$ cat config.mk
export PLATFORM = sky130hd
export DESIGN_NAME = i2c_rf_target
export DESIGN_NICKNAME = d
export VERILOG_FILES = /design/src/rtl/i2c_rf_pkg.sv /design/src/rtl/i2c_rf_deglitch.sv /design/src/rtl/i2c_rf_link.sv /design/src/rtl/i2c_rf_regbank.sv /design/src/rtl/i2c_rf_target.sv
export SDC_FILE = /design/constraint.sdc
export NUM_CORES = 1
export LEC_CHECK = 0
export ABC_AREA = 1
export ABC_CLOCK_PERIOD_IN_PS = 1850
export BUFFER_PORTS_ARGS = -buffer_cell sky130_fd_sc_hd__buf_2
export CORE_MARGIN = 4
export CORE_UTILIZATION = 40
export DETAILED_ROUTE_END_ITERATION = 12
export PLACE_DENSITY_LB_ADDON = 0.15
export SLEW_MARGIN = 20
export SYNTH_ARGS = -nofsm -noshare
export SYNTH_HDL_FRONTEND = slang
export SYNTH_SLANG_ARGS = --single-unit
$ cat constraint.sdc
create_clock -name clk -period 1.85 [get_ports clk]
set_input_delay 0.0925 -clock clk [delete_from_list [all_inputs] [get_ports clk]]
set_output_delay 0.0925 -clock clk [all_outputs]
set_load 0.03 [all_outputs]
$ cat src/rtl/i2c_rf_pkg.sv
package i2c_rf_pkg;
  localparam logic [6:0] DEV_ID   = 7'b1000100;
  localparam logic [7:0] REG_LAST = 8'h0F;
  localparam logic [7:0] REG_GAP  = 8'h07;

  typedef enum logic [3:0] {
    L_IDLE, L_ADDR, L_AACK, L_REG, L_RACK, L_WDAT, L_WACK, L_RDAT, L_HACK
  } link_st_t;

  // pointer order: 0x00..0x07, 0x0F, then back to 0x00
  function automatic logic [7:0] ptr_next(input logic [7:0] p);
    if (p == REG_GAP)        return REG_LAST;
    else if (p >= REG_LAST)  return 8'h00;
    else                     return p + 8'd1;
  endfunction

  function automatic logic [7:0] id_byte(input logic bout);
    return {bout, 1'b0, 3'b101, 3'b000};
  endfunction
endpackage

$ cat src/rtl/i2c_rf_deglitch.sv
module i2c_rf_deglitch #(
  parameter int GLITCH_CLKS = 5
) (
  input  logic clk,
  input  logic rst_n,
  input  logic line_i,
  output logic line_o
);
  localparam int CW = $clog2(GLITCH_CLKS + 1);

  logic s1, s2;
  logic [CW-1:0] cnt;

  always_ff @(posedge clk or negedge rst_n) begin
    if (!rst_n) begin
      s1 <= 1'b1; s2 <= 1'b1; line_o <= 1'b1; cnt <= '0;
    end else begin
      s1 <= line_i;
      s2 <= s1;
      if (s2 == line_o) cnt <= '0;
      else if (cnt == CW'(GLITCH_CLKS - 1)) begin
        line_o <= s2;
        cnt    <= '0;
      end else cnt <= cnt + 1'b1;
    end
  end
endmodule

$ cat src/rtl/i2c_rf_link.sv
module i2c_rf_link import i2c_rf_pkg::*; (
  input  logic       clk,
  input  logic       rst_n,
  input  logic       scl_f,
  input  logic       sda_f,
  input  logic [7:0] rd_byte,
  output logic       sda_oe,
  output logic [7:0] ptr,
  output logic       wr_en,
  output logic [7:0] wr_data,
  output logic       rd_done,
  output logic       start_ev,
  output logic       stop_ev
);
  link_st_t   st;
  logic       scl_q, sda_q, hack, rw;
  logic [7:0] sh;
  logic [3:0] cnt;
  logic       rise, fall;

  assign rise     = scl_f & ~scl_q;
  assign fall     = ~scl_f & scl_q;
  assign start_ev = scl_f & scl_q & sda_q & ~sda_f;
  assign stop_ev  = scl_f & scl_q & ~sda_q & sda_f;
  assign wr_en    = (st == L_WACK) & fall;
  assign wr_data  = sh;
  assign rd_done  = (st == L_RDAT) & fall & (cnt == 4'd7);
  assign sda_oe   = (st == L_AACK) | (st == L_RACK) | (st == L_WACK) |
                    ((st == L_RDAT) & ~sh[7]);

  always_ff @(posedge clk or negedge rst_n) begin
    if (!rst_n) begin
      st <= L_IDLE; scl_q <= 1'b1; sda_q <= 1'b1;
      sh <= '0; cnt <= '0; hack <= 1'b0; rw <= 1'b0; ptr <= '0;
    end else begin
      scl_q <= scl_f;
      sda_q <= sda_f;
      if (start_ev) begin
        st  <= L_ADDR;
        cnt <= '0;
      end else if (stop_ev) begin
        st <= L_IDLE;
      end else begin
        case (st)
          L_ADDR, L_REG, L_WDAT: begin
            if (rise) begin
              sh  <= {sh[6:0], sda_f};
              cnt <= cnt + 4'd1;
            end else if (fall && cnt == 4'd8) begin
              cnt <= '0;
              if (st == L_ADDR) begin
                if (sh[7:1] == DEV_ID) begin rw <= sh[0]; st <= L_AACK; end
                else st <= L_IDLE;
              end else if (st == L_REG) begin
                ptr <= sh;
                st  <= L_RACK;
              end else st <= L_WACK;
            end
          end
          L_AACK: if (fall) begin
            if (rw) begin st <= L_RDAT; sh <= rd_byte; end
            else st <= L_REG;
          end
          L_RACK: if (fall) st <= L_WDAT;
          L_WACK: if (fall) begin
            ptr <= ptr_next(ptr);
            st  <= L_WDAT;
          end
          L_RDAT: if (fall) begin
            sh  <= {sh[6:0], 1'b0};
            cnt <= cnt + 4'd1;
            if (cnt == 4'd7) begin
              cnt <= '0;
              ptr <= ptr_next(ptr);
              st  <= L_HACK;
            end
          end
          L_HACK: begin
            if (rise) hack <= ~sda_f;
            else if (fall) begin
              if (hack) begin st <= L_RDAT; sh <= rd_byte; end
              else st <= L_IDLE;
            end
          end
          default: ;
        endcase
      end
    end
  end
endmodule

$ cat src/rtl/i2c_rf_regbank.sv
module i2c_rf_regbank import i2c_rf_pkg::*; (
  input  logic        clk,
  input  logic        rst_n,
  input  logic        wr_en,
  input  logic [7:0]  wr_addr,
  input  logic [7:0]  wr_data,
  input  logic [7:0]  rd_addr,
  output logic [7:0]  rd_byte,
  input  logic [15:0] result_i,
  input  logic        irq_set_i,
  input  logic        irq_clr,
  output logic [2:0]  op_mode,
  output logic [1:0]  persist,
  output logic [1:0]  adc_res,
  output logic [1:0]  range_sel,
  output logic [15:0] thr_lo,
  output logic [15:0] thr_hi,
  output logic        irq_st,
  output logic        bout
);
  always_ff @(posedge clk or negedge rst_n) begin
    if (!rst_n) begin
      op_mode <= '0; persist <= '0; adc_res <= '0; range_sel <= '0;
      thr_lo <= 16'h0000; thr_hi <= 16'hFFFF; irq_st <= 1'b0; bout <= 1'b1;
    end else begin
      if (wr_en) begin
        case (wr_addr)
          8'h00: begin op_mode <= wr_data[7:5]; persist <= wr_data[1:0]; end
          8'h01: begin adc_res <= wr_data[3:2]; range_sel <= wr_data[1:0]; end
          8'h04: thr_lo[7:0]  <= wr_data;
          8'h05: thr_lo[15:8] <= wr_data;
          8'h06: thr_hi[7:0]  <= wr_data;
          8'h07: thr_hi[15:8] <= wr_data;
          REG_LAST: if (!wr_data[7]) bout <= 1'b0;
          default: ;
        endcase
      end
      if (irq_set_i) irq_st <= 1'b1;
      else if (irq_clr) irq_st <= 1'b0;
    end
  end

  always_comb begin
    case (rd_addr)
      8'h00:    rd_byte = {op_mode, 2'b00, irq_st, persist};
      8'h01:    rd_byte = {4'b0000, adc_res, range_sel};
      8'h02:    rd_byte = result_i[7:0];
      8'h03:    rd_byte = result_i[15:8];
      8'h04:    rd_byte = thr_lo[7:0];
      8'h05:    rd_byte = thr_lo[15:8];
      8'h06:    rd_byte = thr_hi[7:0];
      8'h07:    rd_byte = thr_hi[15:8];
      REG_LAST: rd_byte = id_byte(bout);
      default:  rd_byte = 8'h00;
    endcase
  end
endmodule

$ cat src/rtl/i2c_rf_target.sv
module i2c_rf_target import i2c_rf_pkg::*; #(
  parameter int GLITCH_CLKS = 5
) (
  input  logic        clk,
  input  logic        rst_n,
  input  logic        scl_i,
  input  logic        sda_i,
  output logic        sda_oe_o,
  input  logic [15:0] result_i,
  input  logic        irq_set_i,
  output logic [2:0]  op_mode_o,
  output logic [1:0]  persist_o,
  output logic [1:0]  adc_res_o,
  output logic [1:0]  range_o,
  output logic [15:0] thr_lo_o,
  output logic [15:0] thr_hi_o,
  output logic        irq_status_o,
  output logic        irq_clr_o,
  output logic        brownout_o
);
  localparam int NLINES = 2;

  logic [NLINES-1:0] raw, filt;
  logic       scl_f, sda_f;
  logic [7:0] ptr, wr_data, rd_byte;
  logic       wr_en, rd_done, start_ev, stop_ev;

  assign raw   = {sda_i, scl_i};
  assign scl_f = filt[0];
  assign sda_f = filt[1];

  for (genvar i = 0; i < NLINES; i++) begin : g_line
    i2c_rf_deglitch #(.GLITCH_CLKS(GLITCH_CLKS)) u_flt (
      .clk(clk), .rst_n(rst_n), .line_i(raw[i]), .line_o(filt[i]));
  end

  i2c_rf_link u_link (
    .clk(clk), .rst_n(rst_n), .scl_f(scl_f), .sda_f(sda_f), .rd_byte(rd_byte),
    .sda_oe(sda_oe_o), .ptr(ptr), .wr_en(wr_en), .wr_data(wr_data),
    .rd_done(rd_done), .start_ev(start_ev), .stop_ev(stop_ev));

  assign irq_clr_o = rd_done & (ptr == 8'h00);

  i2c_rf_regbank u_bank (
    .clk(clk), .rst_n(rst_n), .wr_en(wr_en), .wr_addr(ptr), .wr_data(wr_data),
    .rd_addr(ptr), .rd_byte(rd_byte), .result_i(result_i),
    .irq_set_i(irq_set_i), .irq_clr(irq_clr_o),
    .op_mode(op_mode_o), .persist(persist_o), .adc_res(adc_res_o),
    .range_sel(range_o), .thr_lo(thr_lo_o), .thr_hi(thr_hi_o),
    .irq_st(irq_status_o), .bout(brownout_o));
endmodule

**Yosys cells after proc, flatten, opt, wreduce, memory -nomap -nowiden**

Index checks and enable logic that the tools add are counted.

- Reduce and logical (&&, ||, !) cells: 24
- Bitwise operators: 25
- Muxes and demuxes: 48
- Eq/ne operators: 47
- $add $sub $neg: 4
- Magnitude comparators: 1

Operator list:

| cell | number |
|---|---|
| two-way mux 8 bit | 16 |
| case mux 8 bit (9 select lines) | 1 |
| two-way mux 4 bit | 17 |
| equality test 8 x 3 -> 1 bit, second input constant | 4 |
| case mux 8 bit (4 select lines) | 1 |
| case mux 8 bit (3 select lines) | 1 |
| equality test 4 x 3 -> 1 bit, second input constant | 5 |
| case mux 4 bit (5 select lines) | 1 |
| AND reduction 10 bit | 2 |
| two-way mux 3 bit | 6 |
| != test 2 x 1 -> 1 bit, second input constant | 9 |
| equality test 8 x 2 -> 1 bit, second input constant | 2 |
| != test 4 x 3 -> 1 bit, second input constant | 4 |
| AND reduction 2 bit | 8 |
| AND 1 bit | 12 |
| != test 4 bit, second input constant | 3 |
| != test 2 bit, second input constant | 5 |
| NOT 1 bit | 10 |
| AND reduction 9 bit | 1 |
| adder 8 x 1 -> 8 bit, second input constant | 1 |
| equality test 4 x 2 -> 1 bit, second input constant | 2 |
| equality test 4 bit, second input constant | 2 |
| equality test 8 x 1 -> 1 bit, second input constant | 1 |
| equality test 8 x 4 -> 1 bit, second input constant | 1 |
| 25 further kinds | 34 |

- Output and inout bits: 45
- Logic and storage cells: 175
- Register bits after elaboration: 83
- Bits of input ports: 21

**Depth between registers and ports, before layout**

- Depth after elaboration: 8
- Depth in mapped cells: 11
- Gate-level depth less buffers: 11

**Cells and area by module**

Synthesis repeated with hierarchy kept, for this count alone.

- Cells, all modules: 655
- Area, all modules: 4867.2 sq um

Modules (own cells, without submodules):

| module | seq. area each (sq um) | cells each | area an instance (sq um) | times used |
|---|---|---|---|---|
| i2c_rf_regbank | 1097.3 | 314 | 2412.3 | 1 |
| i2c_rf_link | 703.2 | 281 | 1901.8 | 1 |
| i2c_rf_deglitch (g_line[0].u_flt) | 153.9 | 27 | 262.8 | 1 |
| i2c_rf_deglitch (g_line[1].u_flt) | 153.9 | 26 | 259.0 | 1 |
| i2c_rf_target | 0.0 | 7 | 31.3 | 1 |

**Worst setup path after synthesis**

Ideal clock, no wire load.

- Path type: register to register
- Start point: register u_link.ptr[0]
- End point: register u_bank.irq_st
- Path slack: -244 ps
- Buffers on the path: 0
- Library setup time: 157 ps
- Data required time: 1693 ps
- Stages on the path, launching flop included: 8
- Clock period less this slack: 2094 ps
- Arrival time: 1937 ps
- Cells stage by stage: dfrtp_1 inv_1 ha_1 inv_1 nor2_1 nand2_1 nor3_1 o21bai_1

- Word-level cells in the longest chain between the ends: 3

RTL lines:

| what | RTL line | RTL |
|---|---|---|
| from (decl) | i2c_rf_link.sv:8 | `output logic [7:0] ptr,` |
| from (signal assigned) | i2c_rf_link.sv:55 | `ptr <= sh;` |
| from (signal assigned) | i2c_rf_link.sv:66 | `ptr <= ptr_next(ptr);` |
| from (signal assigned) | i2c_rf_link.sv:74 | `ptr <= ptr_next(ptr);` |
| zero test 8 bit | i2c_rf_target.sv:42 | `assign irq_clr_o = rd_done & (ptr == 8'h00);` |
| AND 1 bit | i2c_rf_target.sv:42 |  |
| net irq_clr_o | i2c_rf_target.sv:18 | `output logic irq_clr_o,` |
| nonzero test 2 bit (no source line) | n/a |  |
| to (signal assigned) | i2c_rf_regbank.sv:24 | `thr_lo <= 16'h0000; thr_hi <= 16'hFFFF; irq_st <= 1'b0; bout <= 1'b1;` |
| to (signal assigned) | i2c_rf_regbank.sv:38 | `if (irq_set_i) irq_st <= 1'b1;` |
| to (signal assigned) | i2c_rf_regbank.sv:39 | `else if (irq_clr) irq_st <= 1'b0;` |
| to (decl) | i2c_rf_regbank.sv:18 | `output logic irq_st,` |

The timed path passes the listed nets, and every way through them passes these cells.
A chain may end at the register's enable or synchronous reset.

**Worst setup path after layout**

- Start point: register u_link.ptr[0]
- End point: output irq_clr_o

- Word-level cells in the longest chain between the ends: 2

RTL lines:

| what | RTL line |
|---|---|
| zero test 8 bit | i2c_rf_target.sv:42 |
| AND 1 bit | i2c_rf_target.sv:42 |
| to (decl) | i2c_rf_target.sv:18 |

No other way between the ends.

==> impl_summary.log <==
[metrics] Setup TNS Final: 0 ps
[metrics] final net count: around 700
[metrics] Period Utilization, post-route: 0.976
[metrics] maximum vdd ir drop: 0.764 mV
[metrics] fin util: 0.517
[metrics] total global routing overflow: 0
[metrics] Synth Cell Area: 4340 um^2
[metrics] pre-CTS setup slack: 10.9 ps
[metrics] Hold WC Path Type: primary input to async pin
[metrics] proportion of layout cells with a drive suffix above 1: 0.256
[metrics] category of cells accounting for the largest share of critical-path delay: simple AND/OR/NAND/NOR gates
[metrics] routed via count: 4131
[metrics] vertical die dimension: 112 um
[metrics] PD cells: 1440 nW/um^2
[metrics] GRT Resource Usage Total: 0.198
[metrics] Placer Congestion: 0.938
[metrics] share of the yosys chip area belonging to registers: 0.486
[metrics] buffers and inverters on the worst path: 3
[metrics] CP max-delay cell: sky130_fd_sc_hd__dfrtp_1
[metrics] average cell area after synthesis: 7.58 um^2
[metrics] TritonCTS clock tree: done
[metrics] count of TritonRoute iterations in the first routing pass: 5
[metrics] Slew @ Worst Pin: 472 ps
[metrics] CTS Root Cell: sky130_fd_sc_hd__clkbuf_8
[metrics] number of failing hold endpoints at the final stage: 0
[metrics] Total Wirelength: 12400 um
[metrics] Worst EP arrival: 1710 ps
[metrics] number of DRC markers in iteration 0: 310
[metrics] clock period minus final worst setup slack: roughly 1800 ps
[metrics] category of the worst setup path capture point: output port
[metrics] H-Tree Level Count: 3
[metrics] Synth cell types: 33
[metrics] maximum fanout along the worst path: 4
[metrics] number of warnings issued by yosys: 0
[metrics] worst skew pair latency: approximately 360 ps
[metrics] Std-Cell Rows: 37
[metrics] maximum number of pins on one net before global-route repair: 50
[metrics] total of endpoints with negative setup slack in the final report: 0
[metrics] total clock sinks: between 80 and 90
[metrics] register bit count reported by yosys: 83
[metrics] status: completed
[metrics] DP Wirelength: 9030 um
[metrics] required time of the critical path: 1760 ps
[metrics] min setup slack post-route: 43.6 ps
[metrics] list of cells traversed by the critical path: inv_2, ha_4, inv_1, nor2_4, nand2_2, nor3_4, buf_6
[metrics] clock slew at the register clock pins of the worst setup and hold paths: 90 ps
[metrics] floorplan die area: between 10000 and 15000 um^2
[metrics] count of cells along the worst register-to-register path: 11
[metrics] Setup Skew: 13.5 ps
[metrics] wire length of the first global-routing pass: 20000 um
[metrics] CP Class: flop to output port
[metrics] antenna-violating nets left: 0
[metrics] input/output buffers: 65
[metrics] reported leakage power: 2.77 nW
[metrics] Crit path depth: 7
[metrics] drt drc: 0
[metrics] delay of the slowest critical-path stage: about 430 ps
[metrics] average via count per standard cell: between 5 and 6
[metrics] Std-Cell Core Area: between 10000 and 15000 um^2
[metrics] antenna violations before repair: 0
[metrics] fmax: 554 MHz
[metrics] Initial Utilization: 0.415
[metrics] CP startpoint kind: flop
[metrics] detailed-route wire length per cell: 15.3 um
[metrics] RSZ-0062 raised after global routing: yes
[metrics] clock buffer count from CTS: 9
[metrics] Clock Tree Buf Depth: 2
[metrics] number of nets in the synthesized netlist: 604
[metrics] overall power of the completed layout: 7.79 mW
[metrics] Layout area overhead: 24.7%
[metrics] total count of max-transition violations in the final report: 0
[metrics] Antenna diodes: 0
[metrics] via count of the first global-routing pass: 3900
[metrics] Die Wd: 112 um
[metrics] worst rel slew slack: 0.685
[metrics] count of pins on the block boundary: 66
[metrics] post-synthesis cell count: 573
[metrics] Maximum Capacitance Violations: 0
## report_power, final
| group | switching, mW | internal, mW | total [mW] |
|---|---|---|---|
| clock | 0.658 | 0.930 | 1.59 |
| combinational | 2.34 | 1.18 | 3.51 |
| sequential | 0.394 | 2.29 | 2.69 |
| total | 3.39 | 4.40 | 7.79 |
## cell families after synthesis
kind of cell / count (synthesis) / share of synthesized area
simple gates: 327 / 0.314
fa+ha+maj: 10 / 0.0288
buf+inv: 67 / 0.0637
xor+xnor: 5 / 0.0101
flops: 83 / 0.486
compound gates: 81 / 0.0974
## registers in the layout, indices dropped and copies added (netlist names), 2 cells and up
| name | count |
|---|---|
| u_bank.thr_hi | 16 |
| u_bank.thr_lo | 16 |
| u_link.ptr | 8 |
| u_link.wr_data | 8 |
| g_line.u_flt.cnt | 6 |
| u_link.cnt | 4 |
| u_link.st | 4 |
| u_bank.op_mode | 3 |
| g_line.u_flt.line_o | 2 |
| g_line.u_flt.s1 | 2 |
| g_line.u_flt.s2 | 2 |
| u_bank.adc_res | 2 |
| u_bank.persist | 2 |
| u_bank.range_sel | 2 |
## through the flow
step	hold slack [ps]	std cells	area [um^2]
4_1_cts	224	805	5280
3_3_place_gp	74.6	783	4950
3_5_place_dp	80.1	783	4950
5_1_grt	263	811	5410
6_report	215	811	5410
2_1_floorplan	-203	573	4350
## placed cells by master (no fill, tap or decap), drive strengths merged
cell type / n
clkinv: 2
bufinv: 3
nand2: 184
o21ai: 59
nand4: 5
nand3: 58
nor2: 76
a22oi: 1
inv: 57
xnor2: 4
nor3: 2
dlygate4sd3: 4
xor2: 1
o21a: 1
buf: 92
ha: 10
clkbuf: 11
o31ai: 1
a21oi: 15
a31oi: 2
o22ai: 1
o21bai: 1
dfstp: 25
dfrtp: 58
and3: 1
nor3b: 1
## worst paths after layout
path	from	endpoint	slack [ps]
hold reg to reg	g_line[1].u_flt.s1$_DFF_PN1_	g_line[1].u_flt.s2$_DFF_PN1_	360
setup / recovery	u_link.ptr[0]$_DFFE_PN0P_	irq_clr_o	40
hold / removal	rst_n	u_bank.range_sel[0]$_DFFE_PN0P_	220
setup reg to reg	u_link.ptr[1]$_DFFE_PN0P_	u_link.wr_data[3]$_DFFE_PN0P_	80
max in group asynchronous	rst_n	u_link.scl_q$_DFF_PN1_	930
min in group clk	result_i[13]	u_link.wr_data[5]$_DFFE_PN0P_	240
## synth_stat cells (all sizes together)
master,number,share of area
nand2,184,0.16
nor2,76,0.069
o21ai,59,0.068
dfrtp,58,0.33
nand3,58,0.068
inv,57,0.049
dfstp,25,0.15
a21oi,15,0.018
ha,10,0.029
buf,9,0.013
nand4,5,0.0072
xnor2,4,0.0081
a31oi,2,0.0029
nor3,2,0.0049
a22oi,1,0.0017
and3,1,0.0014
clkbuf,1,0.0012
nor3b,1,0.0017
o21a,1,0.0017
o21bai,1,0.0017
o22ai,1,0.0014
o31ai,1,0.0017
xor2,1,0.0020
## area by class of cell
cell class                      instances  area (um^2)
Timing Repair Buffer                   96          612
Sequential cell                        83         2110
Clock inverter                          5          100
Fill cell                            1067         5050
Inverter                               57          221
Tap cell                              136          170
Multi-Input combinational cell        423         2060
Clock buffer                           11          141
## metal layers
metal | up-vias | global-route usage | wire length, um
li1 | 2032 | - | -
met2 | 124 | 0.300 | 5690
met5 | - | 0 | 0
met4 | 0 | 0.0769 | 231
met3 | 19 | 0.0270 | 723
met1 | 1956 | 0.286 | 5740
## timing repair
item                                    4_1_cts  5_1_grt
hold buffers                                  4        0
pin swaps                                     1       10
endpoints found under the setup margin        3       43
cloned                                        0        1
buffers inserted                              2        5
resized for setup                            14       31
endpoints found under the hold margin        28        0
Note: power is estimated with default switching activity, not from simulation.
